$ cat config.mk
export PLATFORM = sky130hd
export DESIGN_NAME = pinbank_ctrl
export DESIGN_NICKNAME = d
export VERILOG_FILES = /design/src/rtl/pinbank_pkg.sv /design/src/rtl/pinbank_mask_bank.sv /design/src/rtl/pinbank_plain_bank.sv /design/src/rtl/pinbank_sync.sv /design/src/rtl/pinbank_pad_mux.sv /design/src/rtl/pinbank_ctrl.sv
export SDC_FILE = /design/constraint.sdc
export NUM_CORES = 2
export LEC_CHECK = 0
export CAP_MARGIN = 20
export CORE_AREA = 2 2 383 385
export DETAILED_ROUTE_END_ITERATION = 8
export DIE_AREA = 0 0 385 387
export PLACE_DENSITY = 0.7
export SLEW_MARGIN = 10
export SYNTH_ARGS = -nofsm -noshare
export SYNTH_HDL_FRONTEND = slang
export SYNTH_HIERARCHICAL = 1
export SYNTH_SLANG_ARGS = --single-unit
$ cat constraint.sdc
create_clock -name clk -period 1.8 [get_ports clk]
set_input_delay 0.36 -clock clk [delete_from_list [all_inputs] [get_ports clk]]
set_output_delay 0.36 -clock clk [all_outputs]
set_load 0.03 [all_outputs]
$ cat src/rtl/pinbank_pkg.sv
package pinbank_pkg;
  localparam int unsigned REG_W  = 32;
  localparam int unsigned HALF_W = 16;
  localparam int unsigned IDX_W  = 4;
  localparam int unsigned N_MASKED = 6;

  typedef enum logic [3:0] {
    BK_TYPE = 4'd0,
    BK_OWN  = 4'd1,
    BK_OE   = 4'd2,
    BK_DOUT = 4'd3,
    BK_IINV = 4'd4,
    BK_OINV = 4'd5,
    BK_ODRN = 4'd6,
    BK_PIN  = 4'd7
  } bank_e;

  typedef enum logic [1:0] {
    OWN_MUX  = 2'd0,
    OWN_IOP  = 2'd1,
    OWN_GPIO = 2'd2
  } owner_e;

  typedef struct packed {
    logic oe;
    logic val;
  } drive_t;

  // Control bits enabled by the upper half take the new value.
  function automatic logic [HALF_W-1:0] masked_merge(input logic [HALF_W-1:0] cur,
                                                     input logic [REG_W-1:0]  wd);
    logic [HALF_W-1:0] en;
    en = wd[REG_W-1:HALF_W];
    return (cur & ~en) | (wd[HALF_W-1:0] & en);
  endfunction

  function automatic owner_e pin_owner(input logic ty, input logic gsel);
    if (!ty) return OWN_MUX;
    return gsel ? OWN_GPIO : OWN_IOP;
  endfunction

  function automatic drive_t gpio_drive(input logic oe, input logic dout,
                                        input logic oinv, input logic od);
    drive_t d;
    logic   lvl;
    lvl = dout ^ oinv;
    if (od) begin
      d.oe  = oe & ~lvl;
      d.val = 1'b0;
    end else begin
      d.oe  = oe;
      d.val = lvl;
    end
    return d;
  endfunction
endpackage

$ cat src/rtl/pinbank_mask_bank.sv
module pinbank_mask_bank
  import pinbank_pkg::*;
#(
  parameter int unsigned WORDS = 8
) (
  input  logic                         clk,
  input  logic                         rst_n,
  input  logic                         wr_en,
  input  logic [IDX_W-1:0]             wr_idx,
  input  logic [REG_W-1:0]             wr_data,
  output logic [WORDS-1:0][HALF_W-1:0] bits_q
);
  for (genvar w = 0; w < WORDS; w++) begin : g_word
    logic              hit;
    logic [HALF_W-1:0] word_q;
    assign hit = wr_en && (int'(wr_idx) == w);
    always_ff @(posedge clk or negedge rst_n) begin
      if (!rst_n)   word_q <= '0;
      else if (hit) word_q <= masked_merge(word_q, wr_data);
    end
    assign bits_q[w] = word_q;
  end
endmodule

$ cat src/rtl/pinbank_plain_bank.sv
module pinbank_plain_bank
  import pinbank_pkg::*;
#(
  parameter int unsigned WORDS = 4
) (
  input  logic                        clk,
  input  logic                        rst_n,
  input  logic                        wr_en,
  input  logic [IDX_W-1:0]            wr_idx,
  input  logic [REG_W-1:0]            wr_data,
  output logic [WORDS-1:0][REG_W-1:0] bits_q
);
  for (genvar w = 0; w < WORDS; w++) begin : g_word
    logic             hit;
    logic [REG_W-1:0] word_q;
    assign hit = wr_en && (int'(wr_idx) == w);
    always_ff @(posedge clk or negedge rst_n) begin
      if (!rst_n)   word_q <= '0;
      else if (hit) word_q <= wr_data;
    end
    assign bits_q[w] = word_q;
  end
endmodule

$ cat src/rtl/pinbank_sync.sv
module pinbank_sync #(
  parameter int unsigned N = 128
) (
  input  logic         clk,
  input  logic         rst_n,
  input  logic [N-1:0] d,
  output logic [N-1:0] q
);
  logic [N-1:0] stage1_q;
  logic [N-1:0] stage2_q;
  always_ff @(posedge clk or negedge rst_n) begin
    if (!rst_n) begin
      stage1_q <= '0;
      stage2_q <= '0;
    end else begin
      stage1_q <= d;
      stage2_q <= stage1_q;
    end
  end
  assign q = stage2_q;
endmodule

$ cat src/rtl/pinbank_pad_mux.sv
module pinbank_pad_mux
  import pinbank_pkg::*;
#(
  parameter int unsigned N = 128
) (
  input  logic [N-1:0] ty_v,
  input  logic [N-1:0] own_v,
  input  logic [N-1:0] oe_v,
  input  logic [N-1:0] dout_v,
  input  logic [N-1:0] oinv_v,
  input  logic [N-1:0] od_v,
  input  logic [N-1:0] mux_out,
  input  logic [N-1:0] mux_oe,
  input  logic [N-1:0] iop_out,
  input  logic [N-1:0] iop_oe,
  output logic [N-1:0] pad_out,
  output logic [N-1:0] pad_oe
);
  for (genvar p = 0; p < N; p++) begin : g_pin
    owner_e who;
    drive_t gd;
    assign who = pin_owner(ty_v[p], own_v[p]);
    assign gd  = gpio_drive(oe_v[p], dout_v[p], oinv_v[p], od_v[p]);
    always_comb begin
      unique case (who)
        OWN_GPIO: begin pad_oe[p] = gd.oe;     pad_out[p] = gd.val;     end
        OWN_IOP:  begin pad_oe[p] = iop_oe[p]; pad_out[p] = iop_out[p]; end
        default:  begin pad_oe[p] = mux_oe[p]; pad_out[p] = mux_out[p]; end
      endcase
    end
  end
endmodule

$ cat src/rtl/pinbank_ctrl.sv
module pinbank_ctrl
  import pinbank_pkg::*;
#(
  parameter int unsigned NUM_PINS = 128,
  parameter int unsigned ADDR_W   = 8
) (
  input  logic                clk,
  input  logic                rst_n,
  input  logic [ADDR_W-1:0]   bus_addr,
  input  logic [REG_W-1:0]    bus_wdata,
  input  logic                bus_wr,
  input  logic                bus_rd,
  output logic [REG_W-1:0]    bus_rdata,
  output logic                bus_rvalid,
  input  logic [NUM_PINS-1:0] pad_in,
  output logic [NUM_PINS-1:0] pad_out,
  output logic [NUM_PINS-1:0] pad_oe,
  input  logic [NUM_PINS-1:0] mux_out,
  input  logic [NUM_PINS-1:0] mux_oe,
  input  logic [NUM_PINS-1:0] iop_out,
  input  logic [NUM_PINS-1:0] iop_oe
);
  localparam int unsigned MW    = NUM_PINS / HALF_W;
  localparam int unsigned PW    = NUM_PINS / REG_W;
  localparam int unsigned BK_W  = ADDR_W - IDX_W;
  localparam int unsigned MW_IW = (MW > 1) ? $clog2(MW) : 1;
  localparam int unsigned PW_IW = (PW > 1) ? $clog2(PW) : 1;

  logic [BK_W-1:0]  a_bank;
  logic [IDX_W-1:0] a_idx;
  assign a_bank = bus_addr[ADDR_W-1:IDX_W];
  assign a_idx  = bus_addr[IDX_W-1:0];

  // Masked banks, slot s holds bank code s+1.
  logic [N_MASKED-1:0][MW-1:0][HALF_W-1:0] mq;
  for (genvar s = 0; s < N_MASKED; s++) begin : g_mbank
    logic sel_wr;
    assign sel_wr = bus_wr && (int'(a_bank) == s + 1);
    pinbank_mask_bank #(.WORDS(MW)) u_bank (
      .clk(clk), .rst_n(rst_n), .wr_en(sel_wr), .wr_idx(a_idx),
      .wr_data(bus_wdata), .bits_q(mq[s])
    );
  end

  logic                       ty_wr;
  logic [PW-1:0][REG_W-1:0]   ty_q;
  assign ty_wr = bus_wr && (a_bank == BK_W'(BK_TYPE));
  pinbank_plain_bank #(.WORDS(PW)) u_type (
    .clk(clk), .rst_n(rst_n), .wr_en(ty_wr), .wr_idx(a_idx),
    .wr_data(bus_wdata), .bits_q(ty_q)
  );

  // Flat per-pin views, named for the checker.
  logic [NUM_PINS-1:0] ty_v, own_v, oe_v, dout_v, iinv_v, oinv_v, od_v;
  assign ty_v   = ty_q;
  assign own_v  = mq[int'(BK_OWN)  - 1];
  assign oe_v   = mq[int'(BK_OE)   - 1];
  assign dout_v = mq[int'(BK_DOUT) - 1];
  assign iinv_v = mq[int'(BK_IINV) - 1];
  assign oinv_v = mq[int'(BK_OINV) - 1];
  assign od_v   = mq[int'(BK_ODRN) - 1];

  logic [NUM_PINS-1:0]      in_sync;
  logic [NUM_PINS-1:0]      in_view;
  logic [PW-1:0][REG_W-1:0] in_words;
  pinbank_sync #(.N(NUM_PINS)) u_sync (
    .clk(clk), .rst_n(rst_n), .d(pad_in), .q(in_sync)
  );
  assign in_view  = in_sync ^ iinv_v;
  assign in_words = in_view;

  pinbank_pad_mux #(.N(NUM_PINS)) u_pads (
    .ty_v(ty_v), .own_v(own_v), .oe_v(oe_v), .dout_v(dout_v),
    .oinv_v(oinv_v), .od_v(od_v), .mux_out(mux_out), .mux_oe(mux_oe),
    .iop_out(iop_out), .iop_oe(iop_oe), .pad_out(pad_out), .pad_oe(pad_oe)
  );

  // Read path.
  logic [REG_W-1:0] rd_next;
  logic [2:0]       rd_slot;
  assign rd_slot = 3'(int'(a_bank) - 1);
  always_comb begin
    rd_next = '0;
    if (a_bank == BK_W'(BK_TYPE)) begin
      if (int'(a_idx) < PW) rd_next = ty_q[a_idx[PW_IW-1:0]];
    end else if (a_bank == BK_W'(BK_PIN)) begin
      if (int'(a_idx) < PW) rd_next = in_words[a_idx[PW_IW-1:0]];
    end else if (int'(a_bank) >= 1 && int'(a_bank) <= N_MASKED) begin
      if (int'(a_idx) < MW) rd_next = {{HALF_W{1'b0}}, mq[rd_slot][a_idx[MW_IW-1:0]]};
    end
  end

  always_ff @(posedge clk or negedge rst_n) begin
    if (!rst_n) begin
      bus_rvalid <= 1'b0;
      bus_rdata  <= '0;
    end else begin
      bus_rvalid <= bus_rd;
      if (bus_rd) bus_rdata <= rd_next;
    end
  end
endmodule

---- Word-level counts from Yosys, hierarchy flattened ----
Cells that the tools add are included.
operators by class
  add/sub/neg operators ................... 1
  $lt $le $gt $ge ......................... 7
  equality and inequality tests ........... 270
  mux-type cells .......................... 654
  bitwise gates (word level) .............. 483
  reduce and logical (&&, ||, !) cells .... 62
operators with widths
  cell                                                  number
  AND 16 bit                                            49
  two-way mux 2 bit                                     384
  bitwise OR 16 bit                                     48
  one-hot mux 1 bit (2 select lines)                    256
  binary-select mux 128 bit (select 3 bit)              1
  == test 2 x 1 -> 1 bit (second input constant)        128
  == test 2 bit (second input constant)                 128
  two-way mux 32 bit                                    6
  AND 1 bit                                             128
  binary-select mux 32 bit (select 2 bit)               2
  two-way mux 128 bit                                   1
  inverter 1 bit                                        128
  XOR 1 bit                                             128
  XOR 128 bit                                           1
  logical AND 1 bit                                     60
  binary-select mux 16 bit (select 3 bit)               1
  two-way mux 16 bit                                    3
  == test 4 bit (second input constant)                 7
  == test 4 x 3 -> 1 bit (second input constant)        5
  inverter 16 bit                                       1
  == test 4 x 2 -> 1 bit (second input constant)        2
  logical NOT 4 bit                                     2
  < comparator 3 x 4 -> 1 bit (second input constant)   2
  >= comparator 4 x 1 -> 1 bit (second input constant)  1
  other kinds (5)                                       5
storage, ports and cells
  bits in registers ....................... 1,185
  output and inout bits ................... 289

---- Logic depth before layout (Yosys ltp) ----
  depth after elaboration ................. 9
  depth in mapped cells ................... 14
  gate-level depth less buffers ........... 7

---- Modules after synthesis ----
The synthesis kept the hierarchy.
modules (own cells, without submodules)
  module              instances  cells each  area each (um^2)
  pinbank_mask_bank   6          435         5,728.0
  pinbank_ctrl        1          843         10,767.8
  pinbank_pad_mux     1          1,280       7,527.2
  pinbank_sync        1          256         6,406.1
  pinbank_plain_bank  1          275         4,784.6

---- Worst setup path after synthesis ----
OpenSTA, ideal clock, no wires.
  kind .................................... input to register
  start point ............................. input bus_addr[4]
  end point ............................... register u_type.g_word[0].word_q[10]
  arrival time ............................ 3.449 ns
  data required time ...................... 1.675 ns
  setup slack ............................. -1.774 ns
  cell stages on the path ................. 14
  buffers on the path ..................... 8
  cell sequence ........................... buf_2 buf_4 buf_4 buf_2 inv_1 ha_1 nor3b_1 clkbuf_1 buf_1 and2_1 and4bb_2 clkbuf_2 buf_6 mux2_2
on the way
  word-level cells in the longest chain between the ends .. 3
RTL lines
  element               line                      source
  from (decl)           pinbank_ctrl.sv:9         input logic [ADDR_W-1:0] bus_addr,
  logical NOT 4 bit     pinbank_ctrl.sv:47        assign ty_wr = bus_wr && (a_bank == BK_W'(BK_TYPE));
  logical AND 1 bit     pinbank_ctrl.sv:47
  via ty_wr             pinbank_ctrl.sv:45        logic ty_wr;
  logical AND 1 bit     pinbank_plain_bank.sv:16  assign hit = wr_en && (int'(wr_idx) == w);
  to (signal assigned)  pinbank_plain_bank.sv:19  else if (hit) word_q <= wr_data;
  to (decl)             pinbank_plain_bank.sv:15  logic [REG_W-1:0] word_q;
The timed path passes the listed nets, and every way through them passes these cells.
A chain may end at the register's enable or synchronous reset.

==> results.json <==
{
  "status": "finished with violations",
  "violations": "setup timing",
  "criticalPathCategory": "reg2out",
  "pwr_density_cell_mw_per_mm2": 715,
  "dpl_worst_slack_ps": -1110,
  "drc": 0,
  "synthTopCellsByArea": "dfrtp_1 (46%), mux2_1 (11%), mux4_2 (9.5%)",
  "overflow": 0,
  "dp.cells": 8858,
  "ys_types": 51,
  "cp.required_ps": 1440,
  "finalCriticalPeriod_ps": 2620,
  "slew_violations": 0,
  "hold_path_class": "in2reg",
  "clock-sinks": 1185,
  "syn_inst": 5264,
  "drive_above_1_share": 0.406,
  "rsz0062_at_grt": "true",
  "syn-num-nets": 5952,
  "gr-usage-all-layers": 0.395,
  "cp_data_arrival_time_ps": 2260,
  "synth-async-reset-ratio": 1.00,
  "met3_usage": 0.154,
  "fin_util": 0.667,
  "worst-path-buf-inv": 3,
  "synth_flop_cell": "dfrtp_1",
  "wl_per_cell_um": 32.3,
  "nFillCells": 10339,
  "drt_iter0_drc": 7327,
  "die_h_um": 387,
  "ir_drop_mv": 1.08,
  "use_met2": 0.568,
  "fp-row-count": 140,
  "htreeDepth": 4,
  "cts_tree": "done",
  "grt.busiest_layer": "met2",
  "gp_congestion": 0.999,
  "pin_count": 973,
  "hpwl_mm": 221,
  "relSlewSlack": 0.600,
  "grtUsageMet1": 0.523,
  "clock_path_buffers": 3,
  "grt_max_degree": 95,
  "avgSynthCellArea_um2": 12.1,
  "cp-start-kind": "flip-flop",
  "root_buffer": "clkbuf_16",
  "drtPass1Iterations": 6,
  "fin_crit_sh": 1.46,
  "critPathTopFamily": "buffers and inverters",
  "vias": 57663,
  "antenna_found_initial": 36,
  "grt_pass1_vias": 57737,
  "wl_mm": 302,
  "finClkSkew_ps": 29.4,
  "crit_chain": "buf_6, xor2_4, nand3b_1, a31oi_1, buf_4, buf_12",
  "clk_pin_slew_ps": 60,
  "ant_nets": 0,
  "setup_violations": 272,
  "endpoint_kind": "output port",
  "finalHoldWorstSlack_ps": 39.4,
  "die_w_um": 385,
  "max_cap_viol_count": 0,
  "yosysWarnings": 6,
  "design.die.area_mm2": 0.149,
  "worst_pin_slew_ps": 585,
  "crit_path_top_delay_cell": "dfrtp_1",
  "synth_edf_count": 0,
  "layout-area-overhead-vs-synth_pct": 51.3,
  "clk-insertion-delay-late_ps": 800,
  "worstRegToRegCells": 7,
  "initial_core_util": 0.441,
  "cts_buffers": 132,
  "cp_max_fo": 2,
  "final_cell_area_mm2": 0.0966,
  "ys_seq_area_frac": 0.464,
  "synth_top_area_share": 0.464,
  "p_leak_nw": 43.9,
  "yosys.area.top_type": "dfrtp_1",
  "slowest_delay_ps": 400,
  "core_mm2": 0.145,
  "cp.depth": 6,
  "ys_seq_elements": 1185,
  "place_area_mm2": 0.0854,
  "fmax_mhz": 381,
  "hold_viol_final": 0,
  "fin_cells": 9346,
  "portBuffers": 972,
  "netlist_area_mm2": 0.0639,
  "setup_ws_ps": -822,
  "min_path_cells": 1,
  "drt-vias-per-instance": 6.17,
  "final_nets": 8002,
  "grt_pass1_wl_mm": 421
}
[stage by stage]
| stage | power (W) | setup TNS, ps |
|---|---|---|
| 2_1_floorplan | 0.0330 | -314940 |
| 3_3_place_gp | 0.0399 | -822210 |
| 3_5_place_dp | 0.0400 | -841320 |
| 4_1_cts | 0.0687 | -157800 |
| 5_1_grt | 0.0708 | -168470 |
| 6_report | 0.0690 | -154550 |
[metal layers]
metal / vias up / routed length [um]
li1: 23550 / -
met1: 29249 / 114000
met2: 3995 / 129000
met3: 835 / 42500
met4: 34 / 17000
met5: - / 204
[worst reg2reg max path, cell delays in order, from the launching register on]
cell and delay, ps:
dfrtp_1 400, buf_4 140, buf_4 120, mux4_2 460, mux4_2 460, mux2i_1 180, a32o_1 180, a21oi_2 50
[cells in the final DEF (no fill, tap or decap), types with 32 or more instances in the layout]
cell type and n:
nand3_2 118, buf_12 288, dfrtp_1 1116, nand3b_1 128, nand3_1 655, a21oi_2 97
mux2_2 283, mux2_1 499, dlygate4sd3_1 89, nand2_1 162, mux2_4 144, a21oi_4 36
a31oi_1 95, o21ai_0 143, dfrtp_2 69, nor2_1 131, buf_4 940, nand2b_1 127
mux4_2 268, xor2_1 100, buf_6 286, xor2_2 32, xor2_4 94, o22a_1 126
clkdlybuf4s50_1 659, inv_1 129, clkbuf_16 146
[cells in the mapped netlist (all sizes together), types with 15 or more instances]
cell type and count:
nand2b 129, nor2b 16, nand3 773, nand3b 128, dfrtp 1185, mux2i 25, nand2 164, and3 15
mux2 926, inv 131, a21oi 143, xor2 226, a31oi 129, o21ai 146, o2bb2ai 16, clkbuf 64
a22oi 16, xnor2 31, o22a 132, nor2 139, mux4 268, o22ai 15, buf 326, nand4 31
[logic make-up (layout without fill, tap and decap cells)]
logic type,count (synthesis),after routing,share of synthesized area
DFF,1185,1185,0.464
AOI/OAI and AO/OA,648,648,0.0664
muxes,1219,1219,0.262
and+or+nand+nor,1430,1430,0.117
other,0,14,0
buffers and inverters,521,2672,0.0542
xor gates and xnor gates,257,257,0.0353
adders and majority gates,4,4,0.000784
[final timing paths]
| path | start | end | slack [ps] |
|---|---|---|---|
| max in group asynchronous | rst_n | async pin | 860 |
| min reg2reg | u_sync/stage1_q[79] | u_sync/q[79] | 340 |
| max | flip-flop | pad_out[22] | -820 |
| max reg2reg | flip-flop | bus_rdata[1] | -310 |
| min | pad_in[0] | u_sync/stage1_q[0] | 40 |
| min in group asynchronous | rst_n | async pin | 70 |
[cell type report]
cell class | count | area, um2 | share of cell area
flip-flops and latches | 1185 | 29700 | 0.308
inverters | 131 | 494 | 0.00512
multi-input cells | 3558 | 35400 | 0.367
clock inverters | 36 | 464 | 0.00480
well taps | 1917 | 2400 | 0.0248
diodes | 14 | 35.0 | 0.000363
repair buffers | 2306 | 24100 | 0.249
clock buffers | 199 | 4000 | 0.0414
[timing repair]
| action | in CTS | in global routing |
|---|---|---|
| buffers inserted | 126 | 62 |
| gates cloned | 2 | 8 |
| hold buffers | 89 | 0 |
| pin swaps | 510 | 145 |
| endpoints found under the setup margin | 954 | 589 |
| resized for setup | 705 | 211 |
| hold endpoints to repair | 785 | 0 |
[where the power goes]
part	switching, W	internal (W)
Clock	0.0116	0.0165
Sequential	0.000982	0.0276
Combinational	0.00638	0.00595
Total	0.0190	0.0501
Power figures use the tool's default switching activity.
